## src/rtl/twi_pkg.sv

```systemverilog
package twi_pkg;

    typedef enum logic [3:0] {
        ST_IDLE,
        ST_DEV,
        ST_ACK_DEV,
        ST_WADR,
        ST_ACK_WADR,
        ST_WDAT,
        ST_ACK_WDAT,
        ST_RDAT,
        ST_MACK,
        ST_IGNORE
    } twi_state_e;

endpackage

```

## src/rtl/twi_line_sync.sv

```systemverilog
module twi_line_sync #(
    parameter int STAGES = 2
) (
    input  logic clk,
    input  logic rst_n,
    input  logic scl_i,
    input  logic sda_i,
    output logic scl_s,
    output logic sda_s,
    output logic scl_rise,
    output logic scl_fall,
    output logic start_p,
    output logic stop_p
);

    logic [STAGES-1:0] scl_ff;
    logic [STAGES-1:0] sda_ff;
    logic              scl_q;
    logic              sda_q;

    // Synchronizer chains; the idle bus level is high.
    always_ff @(posedge clk or negedge rst_n) begin
        if (!rst_n) begin
            scl_ff <= '1;
            sda_ff <= '1;
            scl_q  <= 1'b1;
            sda_q  <= 1'b1;
        end else begin
            for (int i = STAGES - 1; i > 0; i--) begin
                scl_ff[i] <= scl_ff[i-1];
                sda_ff[i] <= sda_ff[i-1];
            end
            scl_ff[0] <= scl_i;
            sda_ff[0] <= sda_i;
            scl_q     <= scl_s;
            sda_q     <= sda_s;
        end
    end

    assign scl_s    = scl_ff[STAGES-1];
    assign sda_s    = sda_ff[STAGES-1];
    assign scl_rise = scl_s & ~scl_q;
    assign scl_fall = ~scl_s & scl_q;
    assign start_p  = scl_s & scl_q & sda_q & ~sda_s;
    assign stop_p   = scl_s & scl_q & ~sda_q & sda_s;

endmodule

```

## src/rtl/twi_ptr.sv

```systemverilog
module twi_ptr #(
    parameter int REGION_W   = 4,
    parameter int OFF_W      = 8,
    parameter int NUM_BLOCKS = 8,
    parameter int NV_WORDS   = 16,
    parameter int V_WORDS    = 8
) (
    input  logic                clk,
    input  logic                rst_n,
    input  logic                load,
    input  logic [REGION_W-1:0] load_region,
    input  logic [OFF_W-1:0]    load_off,
    input  logic                inc,
    output logic [REGION_W-1:0] region,
    output logic [OFF_W-1:0]    offset
);

    localparam logic [REGION_W-1:0] LAST_BLK = REGION_W'(NUM_BLOCKS - 1);
    localparam logic [REGION_W-1:0] REG_NV   = REGION_W'(NUM_BLOCKS);
    localparam logic [REGION_W-1:0] REG_V    = REGION_W'(NUM_BLOCKS + 1);
    localparam logic [OFF_W-1:0]    NV_LAST  = OFF_W'(NV_WORDS - 1);
    localparam logic [OFF_W-1:0]    V_LAST   = OFF_W'(V_WORDS - 1);

    logic [REGION_W-1:0] region_n;
    logic [OFF_W-1:0]    offset_n;

    // Step rule: scratchpad blocks form one ring, each config region its own.
    always_comb begin
        region_n = region;
        offset_n = offset + 1'b1;
        if (region <= LAST_BLK) begin
            if (offset == '1) begin
                offset_n = '0;
                region_n = (region == LAST_BLK) ? '0 : region + 1'b1;
            end
        end else if (region == REG_NV) begin
            if (offset >= NV_LAST) offset_n = '0;
        end else begin
            if (offset >= V_LAST) offset_n = '0;
        end
    end

    always_ff @(posedge clk or negedge rst_n) begin
        if (!rst_n) begin
            region <= '0;
            offset <= '0;
        end else if (load) begin
            region <= load_region;
            offset <= load_off;
        end else if (inc) begin
            region <= region_n;
            offset <= offset_n;
        end
    end

    AST_BLK_CARRY: assert property (@(posedge clk) disable iff (!rst_n)
        inc && !load && region < LAST_BLK && offset == '1
        |=> offset == '0 && region == $past(region) + 1'b1) else $error("block carry");
    AST_BLK_RING: assert property (@(posedge clk) disable iff (!rst_n)
        inc && !load && region == LAST_BLK && offset == '1
        |=> offset == '0 && region == '0) else $error("last block ring");
    AST_NV_WRAP: assert property (@(posedge clk) disable iff (!rst_n)
        inc && !load && region == REG_NV && offset == NV_LAST
        |=> offset == '0 && region == REG_NV) else $error("nv wrap");
    AST_V_WRAP: assert property (@(posedge clk) disable iff (!rst_n)
        inc && !load && region == REG_V && offset == V_LAST
        |=> offset == '0 && region == REG_V) else $error("v wrap");

endmodule

```

## src/rtl/twi_region_target.sv

```systemverilog
module twi_region_target
    import twi_pkg::*;
#(
    parameter int                  DEV_ID_W    = 3,
    parameter logic [DEV_ID_W-1:0] DEV_ID      = 3'b101,
    parameter int                  SYNC_STAGES = 2,
    parameter int                  REGION_W    = 4,
    parameter int                  OFF_W       = 8,
    parameter int                  NUM_BLOCKS  = 8,
    parameter int                  NV_WORDS    = 16,
    parameter int                  V_WORDS     = 8
) (
    input  logic                      clk,
    input  logic                      rst_n,
    input  logic                      scl_i,
    input  logic                      sda_i,
    output logic                      sda_oe,
    output logic [REGION_W+OFF_W-1:0] mem_addr,
    output logic                      mem_rd,
    output logic                      mem_wr,
    output logic [7:0]                mem_wdata,
    input  logic [7:0]                mem_rdata
);

    // Address byte: identity | region code | direction (DEV_ID_W + REGION_W = 7).
    localparam logic [REGION_W-1:0] REG_MAX = REGION_W'(NUM_BLOCKS + 1);
    localparam logic [3:0]          BIT_END = 4'd8;

    logic scl_s, sda_s, scl_rise, scl_fall, start_p, stop_p;

    twi_line_sync #(.STAGES(SYNC_STAGES)) u_sync (
        .clk      (clk),
        .rst_n    (rst_n),
        .scl_i    (scl_i),
        .sda_i    (sda_i),
        .scl_s    (scl_s),
        .sda_s    (sda_s),
        .scl_rise (scl_rise),
        .scl_fall (scl_fall),
        .start_p  (start_p),
        .stop_p   (stop_p)
    );

    twi_state_e          state, state_n;
    logic [3:0]          cnt;
    logic [7:0]          shreg;
    logic [7:0]          tx_sh;
    logic [7:0]          rbuf;
    logic                rw_q, mack_q, rd_pend;
    logic [REGION_W-1:0] pend_region;
    logic [REGION_W-1:0] region;
    logic [OFF_W-1:0]    offset;

    logic quiet, byte_end, addr_hit;
    logic ld_ptr, inc_ptr, rd_first, rd_next, load_tx, wr_hit;

    assign quiet    = !start_p && !stop_p;
    assign byte_end = scl_fall && (cnt == BIT_END) && quiet;
    assign addr_hit = (shreg[7 -: DEV_ID_W] == DEV_ID) && (shreg[REGION_W:1] <= REG_MAX);
    assign ld_ptr   = (state == ST_WADR) && byte_end;
    assign inc_ptr  = mem_wr || ((state == ST_RDAT) && byte_end);
    assign rd_first = (state == ST_DEV) && byte_end && addr_hit && shreg[0];
    assign rd_next  = (state == ST_MACK) && scl_rise && quiet;
    assign wr_hit   = (state == ST_WDAT) && byte_end;
    assign load_tx  = quiet && scl_fall &&
                      (((state == ST_ACK_DEV) && rw_q) || ((state == ST_MACK) && mack_q));

    twi_ptr #(
        .REGION_W   (REGION_W),
        .OFF_W      (OFF_W),
        .NUM_BLOCKS (NUM_BLOCKS),
        .NV_WORDS   (NV_WORDS),
        .V_WORDS    (V_WORDS)
    ) u_ptr (
        .clk         (clk),
        .rst_n       (rst_n),
        .load        (ld_ptr),
        .load_region (pend_region),
        .load_off    (shreg[OFF_W-1:0]),
        .inc         (inc_ptr),
        .region      (region),
        .offset      (offset)
    );

    assign mem_addr = {region, offset};

    // State register.
    always_ff @(posedge clk or negedge rst_n) begin
        if (!rst_n) state <= ST_IDLE;
        else        state <= state_n;
    end

    // Transitions; bus conditions take priority over bit timing.
    always_comb begin
        state_n = state;
        if (start_p) begin
            state_n = ST_DEV;
        end else if (stop_p) begin
            state_n = ST_IDLE;
        end else begin
            unique case (state)
                ST_IDLE:     state_n = ST_IDLE;
                ST_DEV:      if (byte_end) state_n = addr_hit ? ST_ACK_DEV : ST_IGNORE;
                ST_ACK_DEV:  if (scl_fall) state_n = rw_q ? ST_RDAT : ST_WADR;
                ST_WADR:     if (byte_end) state_n = ST_ACK_WADR;
                ST_ACK_WADR: if (scl_fall) state_n = ST_WDAT;
                ST_WDAT:     if (byte_end) state_n = ST_ACK_WDAT;
                ST_ACK_WDAT: if (scl_fall) state_n = ST_WDAT;
                ST_RDAT:     if (byte_end) state_n = ST_MACK;
                ST_MACK:     if (scl_fall) state_n = mack_q ? ST_RDAT : ST_IGNORE;
                ST_IGNORE:   state_n = ST_IGNORE;
                default:     state_n = ST_IDLE;
            endcase
        end
    end

    // Bit counter, shifters and read buffer.
    always_ff @(posedge clk or negedge rst_n) begin
        if (!rst_n) begin
            cnt         <= '0;
            shreg       <= '0;
            tx_sh       <= '1;
            rbuf        <= '0;
            rw_q        <= 1'b0;
            mack_q      <= 1'b0;
            rd_pend     <= 1'b0;
            pend_region <= '0;
        end else begin
            if (!quiet) begin
                cnt <= '0;
            end else if (scl_rise && (state inside {ST_DEV, ST_WADR, ST_WDAT, ST_RDAT})) begin
                cnt   <= cnt + 1'b1;
                shreg <= {shreg[6:0], sda_s};
            end else if (byte_end) begin
                cnt <= '0;
            end
            if (rd_next) mack_q <= ~sda_s;
            if ((state == ST_DEV) && byte_end) begin
                rw_q        <= shreg[0];
                pend_region <= shreg[REGION_W:1];
            end
            rd_pend <= mem_rd;
            if (rd_pend) rbuf <= mem_rdata;
            if (load_tx)
                tx_sh <= rbuf;
            else if ((state == ST_RDAT) && scl_fall && quiet && (cnt != BIT_END))
                tx_sh <= {tx_sh[6:0], 1'b1};
        end
    end

    // Memory strobes.
    always_ff @(posedge clk or negedge rst_n) begin
        if (!rst_n) begin
            mem_rd    <= 1'b0;
            mem_wr    <= 1'b0;
            mem_wdata <= '0;
        end else begin
            mem_rd <= rd_first || rd_next;
            mem_wr <= wr_hit;
            if (wr_hit) mem_wdata <= shreg;
        end
    end

    // Open-drain drive: acknowledge slots and zero bits of read data.
    always_comb begin
        unique case (state)
            ST_ACK_DEV, ST_ACK_WADR, ST_ACK_WDAT: sda_oe = 1'b1;
            ST_RDAT:                              sda_oe = ~tx_sh[7];
            default:                              sda_oe = 1'b0;
        endcase
    end

    AST_START_DEV: assert property (@(posedge clk) disable iff (!rst_n)
        start_p |=> state == ST_DEV && cnt == 4'd0) else $error("start");
    AST_STOP_IDLE: assert property (@(posedge clk) disable iff (!rst_n)
        stop_p && !start_p |=> state == ST_IDLE) else $error("stop");
    AST_IGNORE_QUIET: assert property (@(posedge clk) disable iff (!rst_n)
        state == ST_IGNORE |-> !mem_wr && !mem_rd) else $error("ignore strobe");
    AST_WR_IN_ACK: assert property (@(posedge clk) disable iff (!rst_n)
        mem_wr |-> state == ST_ACK_WDAT) else $error("write slot");
    AST_OE_SCL_LOW: assert property (@(posedge clk) disable iff (!rst_n)
        !$stable(sda_oe) |-> !scl_s) else $error("sda change with scl high");
    AST_RDWR_EXCL: assert property (@(posedge clk) disable iff (!rst_n)
        !(mem_rd && mem_wr)) else $error("strobe overlap");

endmodule

```

## config.mk

```make
export PLATFORM = sky130hd
export DESIGN_NAME = twi_region_target
export DESIGN_NICKNAME = d
export VERILOG_FILES = /design/src/rtl/twi_pkg.sv /design/src/rtl/twi_line_sync.sv /design/src/rtl/twi_ptr.sv /design/src/rtl/twi_region_target.sv
export SDC_FILE = /design/constraint.sdc
export NUM_CORES = 1
export LEC_CHECK = 0
export BUFFER_PORTS_ARGS = -buffer_cell sky130_fd_sc_hd__buf_2
export CORE_ASPECT_RATIO = 1.25
export CORE_MARGIN = 5
export CORE_UTILIZATION = 35
export DETAILED_ROUTE_END_ITERATION = 6
export GPL_TIMING_DRIVEN = 0
export PLACE_DENSITY = 0.5
export SYNTH_ARGS = -nofsm -noshare
export SYNTH_HDL_FRONTEND = slang
export SYNTH_SLANG_ARGS = --single-unit
```

## constraint.sdc

```tcl
create_clock -name clk -period 2.4 [get_ports clk]
set_clock_uncertainty 0.15 [all_clocks]
set_input_delay 0.24 -clock clk [delete_from_list [all_inputs] [get_ports clk]]
set_output_delay 0.24 -clock clk [all_outputs]
set_load 0.01 [all_outputs]
```

Yosys cells after proc, flatten, opt, wreduce, memory -nomap -nowiden
Index checks and enable logic that the tools add are counted.

Mux-type cells: 31. Eq/ne operators: 23. Magnitude comparators: 4. Bitwise logic cells: 12. Reduce and logical (&&, ||, !) cells: 35. $add $sub $neg: 3.

Operators with widths (count): 4-bit two-way mux (19); 8-bit two-way mux (9); 4-bit case mux with 8 select lines (1); 4-bit != test, second input constant (7); 4-bit by 3-bit == test with 1-bit output, second input constant (5); 1-bit logical AND (20); 4-bit == test, second input constant (4); 4-bit by 1-bit adder with 4-bit output, second input constant (2); 8-bit by 1-bit adder with 8-bit output, second input constant (1); 4-bit by 2-bit == test with 1-bit output, second input constant (2); 8-bit == test, second input constant (1); 8-bit by 3-bit >= comparator with 1-bit output, second input constant (1); 8-bit by 4-bit >= comparator with 1-bit output, second input constant (1); 2-bit nonzero test (4); 1-bit bitwise AND (7); 7-bit AND reduction (1); 1-bit NOT (5); 4-bit by 1-bit == test with 1-bit output, second input constant (1); 4-bit by 3-bit less-or-equal comparator with 1-bit output, second input constant (1); 4-bit less-or-equal comparator, second input constant (1); 4-bit by 1-bit != test with 1-bit output, second input constant (1); 4-bit nonzero test (1); 3-bit == test, second input constant (1); 1-bit logical OR (3); 8 further kinds (9).

Output and inout bits: 23. Input port bits: 12. Register bits after elaboration: 67.

Longest topological paths before layout
Gate-level depths: netlist of the first run.

Word-level depth: 10. Gate-level depth with buffers: 8.

Modules after synthesis
From an unflattened synthesis of the first run, not the netlist that was laid out.

Cell total of the unflattened synthesis: 308. Area total of the unflattened synthesis: 3398.3 um^2.

By module, submodules not included: twi_region_target (area an instance 2391.0 um^2, cells each 203, times used 1); twi_ptr (area an instance 817.0 um^2, cells each 95, times used 1); twi_line_sync (area an instance 190.2 um^2, cells each 10, times used 1).

Worst setup path before layout of the first run
OpenSTA, ideal clock, no wires.

Path type: reg2reg. Start: register cnt[0]. End: register u_ptr.offset[5]. Stages on the path, launching flop included: 9. Slack: 0.409 ns. Buffers on the path: 1. Required time: 2.124 ns. Arrival: 1.715 ns. Period minus slack after synthesis: 1.991 ns. Path through: dfrtp_1 inv_1 ha_1 nand3b_1 nor4_4 a21o_1 buf_6 o31ai_1 a221o_1.

Word-level cells in the longest chain between the ends: 6. Elaborated cells on any way between the ends: 8.

RTL lines: from (decl) (line twi_region_target.sv:45) `logic [3:0] cnt;`; from (signal assigned) (line twi_region_target.sv:132) `cnt <= cnt + 1'b1;`; 4-bit == test * (line twi_region_target.sv:58) `assign byte_end = scl_fall && (cnt == BIT_END) && quiet;`; 1-bit logical AND * (2 in a row) (line twi_region_target.sv:58); 1-bit logical AND (line twi_region_target.sv:61) `assign inc_ptr = mem_wr || ((state == ST_RDAT) && byte_end);`; 1-bit logical OR (line twi_region_target.sv:61); 2-bit nonzero test (no line); to (signal assigned) (line twi_ptr.sv:49) `offset <= load_off;`; to (signal assigned) (line twi_ptr.sv:52) `offset <= offset_n;`; to (decl) (line twi_ptr.sv:15) `output logic [OFF_W-1:0] offset`.

Mark *: on every way between the ends. The rest lies on a longest branch, timed or not. A chain may end at the register's enable or synchronous reset.

Worst setup path in the final report of the first run
Same ends and word-level chain as after synthesis.

==> metrics.txt, run 1 <==
Die Width=96.73 um; routed via count=2563; clk root buf=clkbuf_16; pwr dens=899.2 nW/um2; synth warn=0; Final Power=3.655 mW; clock power share=38.4%; Final Net Count=386; Seq/Total Area, Yosys=51.48%; Max Used Layer=met4; slowest CP cell=nor4_4; Max Cap Violations=0; status=finished clean; design area=4065 um2; DRT Pass-1 Iters=4; register share of total power=43.2%; total negative slack=0 ns; worst path cell trace=inv_1 -> ha_1 -> nand3b_1 -> nor4_4 -> a21o_1 -> buf_6 -> o31ai_1 -> a221o_1; Place WS=0.05512 ns; metal2 WL=3.596 mm; clk_lat worst skew=0.33 ns; Final Setup Violations=0; Period minus WS final=2.281 ns; leak pwr=1.851 nW; fill count=944; worst hold margin=0.2040 ns; P&R area growth vs syn=23.54%; CTS buffer count=9; layout cells sized above 1=27.27%; core area=9174 um2; GRT Resource Usage Total=13.56%; Ant. Diodes=0; Crit. End Element=flop; Post-Syn Nets=328; mean post-synth cell area=10.58 um2; CTS tree=built; measured slew at the worst slew-check pin=0.8496 ns; Post-route DRC=0; VDD IR max=0.4356 mV; Top FF cell, synth=dfrtp_1; CP arrival=2.34 ns; Routed WL per cell=14.96 um; first-pass GRT wire length=12.56 mm; Final Hold Fails=0; worst min-delay path class=flop to flop; RePlAce Congestion=0.8375; Largest delay share family, worst path=simple AND/OR/NAND/NOR gates; critical path required time=2.46 ns; final core occ=44.31%; CTS max path bufs=2; Gate Count Post-Synth=311; antenna violations before repair=0; CP Max Fanout=10; grt ovf=0; Yosys reg bits=67; Port Buffers=34; ys async rst share=100.0%; vias in the first global route=2524; Combinational Power Share=18.4%; largest net degree at the start of global routing=68; Iter 0 DRT Violations=222; most common cell after layout, fill and taps aside=dfrtp_1; final wirelength=7.437 mm; Max Slew Vio Count=0; post-DP HPWL=5.233 mm; Register Area=1694 um2; RSZ-0062 raised after global routing=false; switching power=1.076 mW; switching portion of total power=29.45%; Worst setup SP type=flop; CTS H-tree lvls=3; Post-Syn Area=3291 um2; Rel. slew slack=43.36%; setup ws final=0.1194 ns; cell count after placement=468; slowest cell delay on critical path=0.48 ns; Clock transition at path regs=0.06 ns; Via density=5.157; Area after DPL=3617 um2; Layout Cells excl Fill=497; cell-internal power=2.579 mW; met1 WL=3.481 mm; most frequent cells in the layout=dfrtp_1, nand2_1, buf_2; Routed met3 length=266 um; Die H=118.4 um; total clock sinks=67; multi-input combinational cell area=1496 um2; fmax=0.4385 GHz; ANT nets after route=0; fin crit share=95.03%; Crit Path Category=flop to flop; FP Rows=39; number of distinct library cells after synthesis=59; number of synthesized flops with an enable pin=0; die area=11450 um2; IO Pins=35; initial core utilization=35.87%; crit path buf inv count=2
layer usage:
metal	track usage, %	vias to the layer above
li1	-	1239
met1	17.58	1261
met2	21.46	55
met3	3.595	8
met4	5.707	0
met5	0	-
cell type report:
cell class                      count  area share, %
Buffer                             11          1.447
Clock buffer                       10          5.633
Clock inverter                      6          2.216
Inverter                           12          1.108
Multi-Input combinational cell    221          36.81
Sequential cell                    67          41.67
Tap cell                          123          3.786
Timing Repair Buffer               47          7.325
Yosys cell counts, drive strengths merged (2+ instances only):
master  instances  area share (%)
a21o            3            0.68
nand4           3            0.57
a21oi           9             1.4
nor2           17             1.9
nor2b           6             1.1
nor4b           4             1.3
nand2          50             5.7
dfstp          14              11
mux2i           9             2.7
and3b           2            0.53
nor3            7             1.6
buf             6             1.1
o41ai           2            0.53
nand3           6            0.91
mux2           20             6.8
a22o            2            0.53
nor4            4             1.4
a221o           4             1.2
a22oi           2            0.46
o21ai          23             3.5
nand2b          2            0.61
clkbuf          5            0.57
o22a            2            0.53
nand3b          7             1.6
o31ai           3            0.68
inv            12             1.4
and2            2            0.38
or3             4            0.76
a211oi          3            0.68
dfrtp          53              40
ha              5             1.9
logic make-up after synthesis:
logic type,Yosys count,synth area share [%]
XOR/XNOR,2,0.5324
buffers and inverters,23,3.042
AND/OR/NAND/NOR,119,19.70
flip-flops,67,51.48
adder cells (fa/ha/maj),5,1.901
AO/OA/AOI/OAI,66,13.76
multiplexers,29,9.582
power groups by stage:
stage	Clock, mW	Combinational, mW	Sequential [mW]
after detailed placement	0	0.664	1.60
final	1.40	0.673	1.58
after CTS	1.43	0.680	1.58
after global routing	1.48	0.770	1.62
after floorplan	0	0.513	1.52
after global placement	0	0.651	1.60
sequential cells by signal, summed over array words and instances, names as in the netlist:
signal / cells
pend_region: 4
tx_sh: 8
mem_wdata: 8
rw_q: 1
mem_wr: 1
u_sync.sda_q: 1
rbuf: 8
u_sync.scl_ff: 2
u_ptr.region: 4
state: 4
cnt: 4
mack_q: 1
rd_pend: 1
mem_rd: 1
shreg: 8
u_sync.scl_q: 1
u_sync.sda_ff: 2
u_ptr.offset: 8
timing repair:
| item | CTS | global route |
|---|---|---|
| endpoints found under the setup margin | 0 | 9 |
| hold buffers | 11 | 0 |
| buffers inserted | 0 | 2 |
| hold endpoints to repair | 63 | 0 |
| gates resized for setup | 0 | 4 |
worst paths after layout:
kind | cells after the start | end | slack [ns] | startpoint
worst max-delay path | 8 | u_ptr.offset[5] | 0.12 | cnt[0]
worst min-delay path | 0 | u_sync.sda_ff[1] | 0.20 | u_sync.sda_ff[0]
worst max register to register | 8 | u_ptr.offset[5] | 0.12 | cnt[0]
worst min register to register | 0 | u_sync.sda_ff[1] | 0.20 | u_sync.sda_ff[0]
max in group asynchronous | 2 | cnt[3] | 1.12 | rst_n
min in group asynchronous | 2 | u_ptr.offset[1] | 0.38 | rst_n
Power figures use the tool's default switching activity.
==> run 2, diff against run 1 <==
Settings changed: CORE_UTILIZATION 35 to 58, PLACE_DENSITY 0.5 to 0.77.
==> run 2 against run 1 <==
Sequential share of layout area grew 1.8 points. Routed wire length shrank 4.9%. Final area shrank 4.2%. Sequential power barely moved.
==> metrics.txt, run 2 (synthesized netlist as in run 1, its figures left out) <==
metal2 WL=3.459 mm (-3.8%); CTS max path bufs=2 (unchanged); critical path required time=2.54 ns (+0.08 ns); Layout Cells excl Fill=438 (-12%); worst path cell trace=inv_1 -> ha_1 -> and3b_1 -> a31oi_2 -> or3_1 -> a221oi_1 -> a311o_1; P&R area growth vs syn=18.40%; Max Slew Vio Count=0 (unchanged); total clock sinks=67 (unchanged); cell count after placement=409 (-13%); measured slew at the worst slew-check pin=0.8156 ns (-0.03396 ns); RePlAce Congestion=0.8605 (+2.7%); Via density=5.916 (+15%); total negative slack=0 ns (unchanged); Place WS=0.05285 ns (-0.002275 ns); setup ws final=0.1577 ns (+0.03831 ns); Max Used Layer=met4; vias in the first global route=2665 (+5.6%); IO Pins=35 (unchanged); leak pwr=1.807 nW (-2.3%); CTS tree=built; clk root buf=clkbuf_8; Worst setup SP type=flop; Ant. Diodes=0 (unchanged); FP Rows=30 (-23%); DRT Pass-1 Iters=5 (+1); VDD IR max=0.6659 mV (+53%); ANT nets after route=0 (unchanged); slowest cell delay on critical path=0.42 ns (-0.06 ns); layout cells sized above 1=27.54% (+0.27 points); Final Hold Fails=0 (unchanged); CTS buffer count=9 (unchanged); Final Setup Violations=0 (unchanged); Final Power=3.313 mW (-9.4%); fin crit share=93.43% (-1.6 points); Post-route DRC=0 (unchanged); routed via count=2591 (+1.1%); Die H=94.22 um (-20%); Rel. slew slack=45.63% (+2.3 points); Largest delay share family, worst path=compound AO/OA/AOI/OAI gates; slowest CP cell=dfrtp_1; Max Cap Violations=0 (unchanged); crit path buf inv count=1 (-1); most common cell after layout, fill and taps aside=dfrtp_1; core area=5480 um2 (-40%); Die Width=77.37 um (-20%); largest net degree at the start of global routing=68 (unchanged); pwr dens=850.4 nW/um2 (-5.4%); Iter 0 DRT Violations=138 (-38%); fmax=0.4460 GHz (+1.7%); Crit Path Category=flop to flop; Final Net Count=386 (unchanged); most frequent cells in the layout=dfrtp_1, nand2_1, buf_2; CP Max Fanout=10 (unchanged); first-pass GRT wire length=12.45 mm (-0.93%); Routed met3 length=324 um (+22%); RSZ-0062 raised after global routing=false; Crit. End Element=flop; Port Buffers=34 (unchanged); Period minus WS final=2.242 ns (-0.03831 ns); grt ovf=0 (unchanged); initial core utilization=60.05% (+24 points); met1 WL=3.124 mm (-10%); CP arrival=2.38 ns (+0.04 ns); antenna violations before repair=0 (unchanged); worst min-delay path class=flop to flop; CTS H-tree lvls=3 (unchanged); clk_lat worst skew=0.35 ns (+0.02 ns); post-DP HPWL=4.764 mm (-9.0%); GRT Resource Usage Total=21.31% (+7.8 points); die area=7289 um2 (-36%); final wirelength=7.074 mm (-4.9%); Routed WL per cell=16.15 um (+7.9%); status=finished clean; Clock transition at path regs=0.07 ns (about the same)
## run 2: cell types whose count changed in the layout (fill, tap and decap cells not counted)
cell / delta
clkinv_4: -1
clkbuf_1: -1
clkbuf_4: -1
clkbuf_16: -9
buf_2: +1
clkbuf_8: +10
clkinvlp_4: +1
## run 2: layout make-up
type	instances	area [um2]
clock buffer	10	137.6
inverter	12	45.04
sequential	67	1694
fill	422	1584
multi-input combinational	221	1496
buffer	11	56.30
tap	64	80.08
clock inverter	6	88.84
timing repair buffer	47	297.8
## run 2: per-stage QoR
stage / utilization, % / cell area, um2 / hold WS, ns
2_1_floorplan: - / 3291 / -0.2056
3_3_place_gp: 64.61 / 3541 / 0.1946
3_5_place_dp: 64.66 / 3543 / 0.1988
4_1_cts: 70.80 / 3880 / 0.2095
5_1_grt: 71.10 / 3896 / 0.2154
6_report: 71.10 / 3896 / 0.2076
## run 2: report_power, final
part	internal [mW]	leakage [nW]	switching, mW
Clock	0.612	0.108	0.443
Sequential	1.36	0.862	0.223
Combinational	0.308	0.837	0.368
Total	2.28	1.81	1.03
## run 2: repair_timing
item / in CTS / in global routing
setup endpoints to repair: 0 / 10
hold buffers: 11 / 0
gates resized for setup: 0 / 3
endpoints found under the hold margin: 63 / 0
buffers inserted: 0 / 2
## run 2: path summary, 6_finish.rpt
kind / startpoint / endpoint / slack (ns) / cells after the start
max: cnt[0] / u_ptr.offset[4] / 0.16 / 7
min: u_sync.sda_ff[0] / u_sync.sda_ff[1] / 0.21 / 0
max reg2reg: cnt[0] / u_ptr.offset[4] / 0.16 / 7
min reg2reg: u_sync.sda_ff[0] / u_sync.sda_ff[1] / 0.21 / 0
max in group asynchronous: rst_n / mem_wdata[5] / 1.19 / 2
min in group asynchronous: rst_n / rbuf[3] / 0.39 / 2
## run 2: per-layer routing
layer / vias up / GRT usage, %
met2: 72 / 34.27
met5: - / 0
met3: 14 / 3.647
met4: 0 / 11.03
li1: 1249 / -
met1: 1256 / 27.49
==> run 3, diff against run 2 <==
Settings changed: REMOVE_ABC_BUFFERS set to 1.
==> run 3 against run 2 <==
Fmax up 0.82%. Sequential cell count unchanged. Highest routed layer unchanged. Via count down 2.3%. Non-clock buffer count down 12. Routed wire length down 3.0%. Core utilization down 1.3 points. Die area unchanged. Final cell count down 2.7%. Clock-buffer cell count unchanged. Global-route usage down 0.84 points. Sequential power up 4%. Critical path type unchanged.
==> metrics.txt, run 3 (synthesized netlist as in run 1, its figures left out) <==
status=finished clean; cell count after placement=398 (-2.7%); Die H=94.22 um (unchanged); Port Buffers=34 (unchanged); Area after DPL=3488 um2 (-1.6%); Max Cap Violations=0 (unchanged); Rel. slew slack=46.54% (+0.91 points); IO Pins=35 (unchanged); die area=7289 um2 (unchanged); worst reg2reg startpoint=u_ptr.offset[0]; critical path required time=2.51 ns (-0.03 ns); leak pwr=1.756 nW (-2.8%); CP Max Fanout=7 (-3); Crit. End Element=flop; fin crit share=92.67% (-0.76 points); core area=5480 um2 (unchanged); FP Rows=30 (unchanged); VDD IR max=0.4724 mV (-29%); final core occ=69.79% (-1.3 points); total clock sinks=67 (unchanged); Final Net Count=374 (-3.1%); largest net degree at the start of global routing=68 (unchanged); GRT Resource Usage Total=20.48% (-0.84 points); Max Slew Vio Count=0 (unchanged); antenna violations before repair=0 (unchanged); Worst setup SP type=flop; Period minus WS final=2.224 ns (-0.01823 ns); RePlAce Congestion=0.8292 (-3.6%); CTS H-tree lvls=3 (unchanged); Crit Path Category=flop to flop; Layout Cells excl Fill=426 (-2.7%); clk_lat worst skew=0.34 ns (about the same); post-DP HPWL=4.576 mm (-4.0%); first-pass GRT wire length=11.81 mm (-5.1%); Setup crit end=u_ptr.region[2]; Iter 0 DRT Violations=168 (+22%); Post-route DRC=0 (unchanged); initial core utilization=60.05% (unchanged); CTS buffer count=9 (unchanged); Ant. Diodes=0 (unchanged); pwr dens=846.6 nW/um2 (-0.44%); final wirelength=6.864 mm (-3.0%); Final Setup Violations=0 (unchanged); Final Hold Fails=0 (unchanged); measured slew at the worst slew-check pin=0.8019 ns (-0.01369 ns); R2R depth=6 (-1); Routed WL per cell=16.11 um (-0.24%); Die Width=77.37 um (unchanged); Worst Setup SP=u_ptr.offset[0]; vias in the first global route=2464 (-7.5%); grt ovf=0 (unchanged); most common cell after layout, fill and taps aside=dfrtp_1; R2R setup slack=0.18 ns (+0.02 ns); Via density=5.944 (+0.48%); CP arrival=2.33 ns (-0.05 ns); design area=3825 um2 (-1.8%); reg2reg end=u_ptr.region[2]; DRT Pass-1 Iters=4 (-1); routed via count=2532 (-2.3%); most frequent cells in the layout=dfrtp_1, nand2_1, buf_2; clk root buf=clkbuf_8; ANT nets after route=0 (unchanged); layout cells sized above 1=26.24% (-1.3 points); RSZ-0062 raised after global routing=false; Clock transition at path regs=0.07 ns (about the same); fmax=0.4496 GHz (+0.82%); P&R area growth vs syn=16.24%; worst min-delay path class=flop to flop; CTS tree=built; CTS max path bufs=2 (unchanged)
run 3: worst min-delay path by stage:
stage                                start  depth (start not counted)               end
after CTS                 u_sync.scl_ff[0]                          0  u_sync.scl_ff[1]
after detailed placement             scl_i                          1  u_sync.scl_ff[0]
final                     u_sync.scl_ff[0]                          0  u_sync.scl_ff[1]
after floorplan                      rst_n                          0            cnt[0]
after global placement               scl_i                          1  u_sync.scl_ff[0]
after global routing      u_sync.scl_ff[0]                          0  u_sync.scl_ff[1]
run 3: final cells by class:
type                            count  area [um2]
Sequential cell                    67        1694
Fill cell                         421        1655
Multi-Input combinational cell    221        1498
Timing Repair Buffer               46       290.3
Clock buffer                       10       127.6
Clock inverter                      6       90.09
Tap cell                           64       80.08
Inverter                           12       45.04
run 3: repair_timing:
item	4_1_cts	5_1_grt
hold endpoints to repair	63	0
setup endpoints to repair	7	2
gates resized for setup	0	2
hold buffers	11	0
pin swaps	1	0
setup buffers	1	0
run 3: metal layers:
layer / vias up / global-route usage (%) / part of all wire [%]
li1: 1213 / - / -
met1: 1235 / 26.14 / 44
met2: 73 / 32.79 / 49
met3: 11 / 6.046 / 5.2
met4: 0 / 7.736 / 1.7
met5: - / 0 / 0
run 3: worst max-delay path, cell delays in order (launching register included):
cell and delay, ns:
dfrtp_1 0.42, ha_1 0.26, nand4_1 0.18, nor3_2 0.45, o22a_1 0.34, o21ai_0 0.14
a22oi_1 0.19
run 3: metrics by stage:
step	TNS (ns)	power [mW]	worst slack, ns	hold WS (ns)
detailed placement	-1.068	2.222	-0.2747	0.1963
global route	0	3.432	0.03459	0.2161
floorplan	0	2.004	0.1183	-0.2056
finish	0	3.238	0.1759	0.2057
global placement	-0.8387	2.187	-0.2309	0.1950
CTS	0	3.260	0.02813	0.2070
run 3: power breakdown:
group / internal (mW) / switching [mW]
Sequential: 1.36 / 0.285
Clock: 0.586 / 0.422
Combinational: 0.289 / 0.299
Total: 2.23 / 1.01
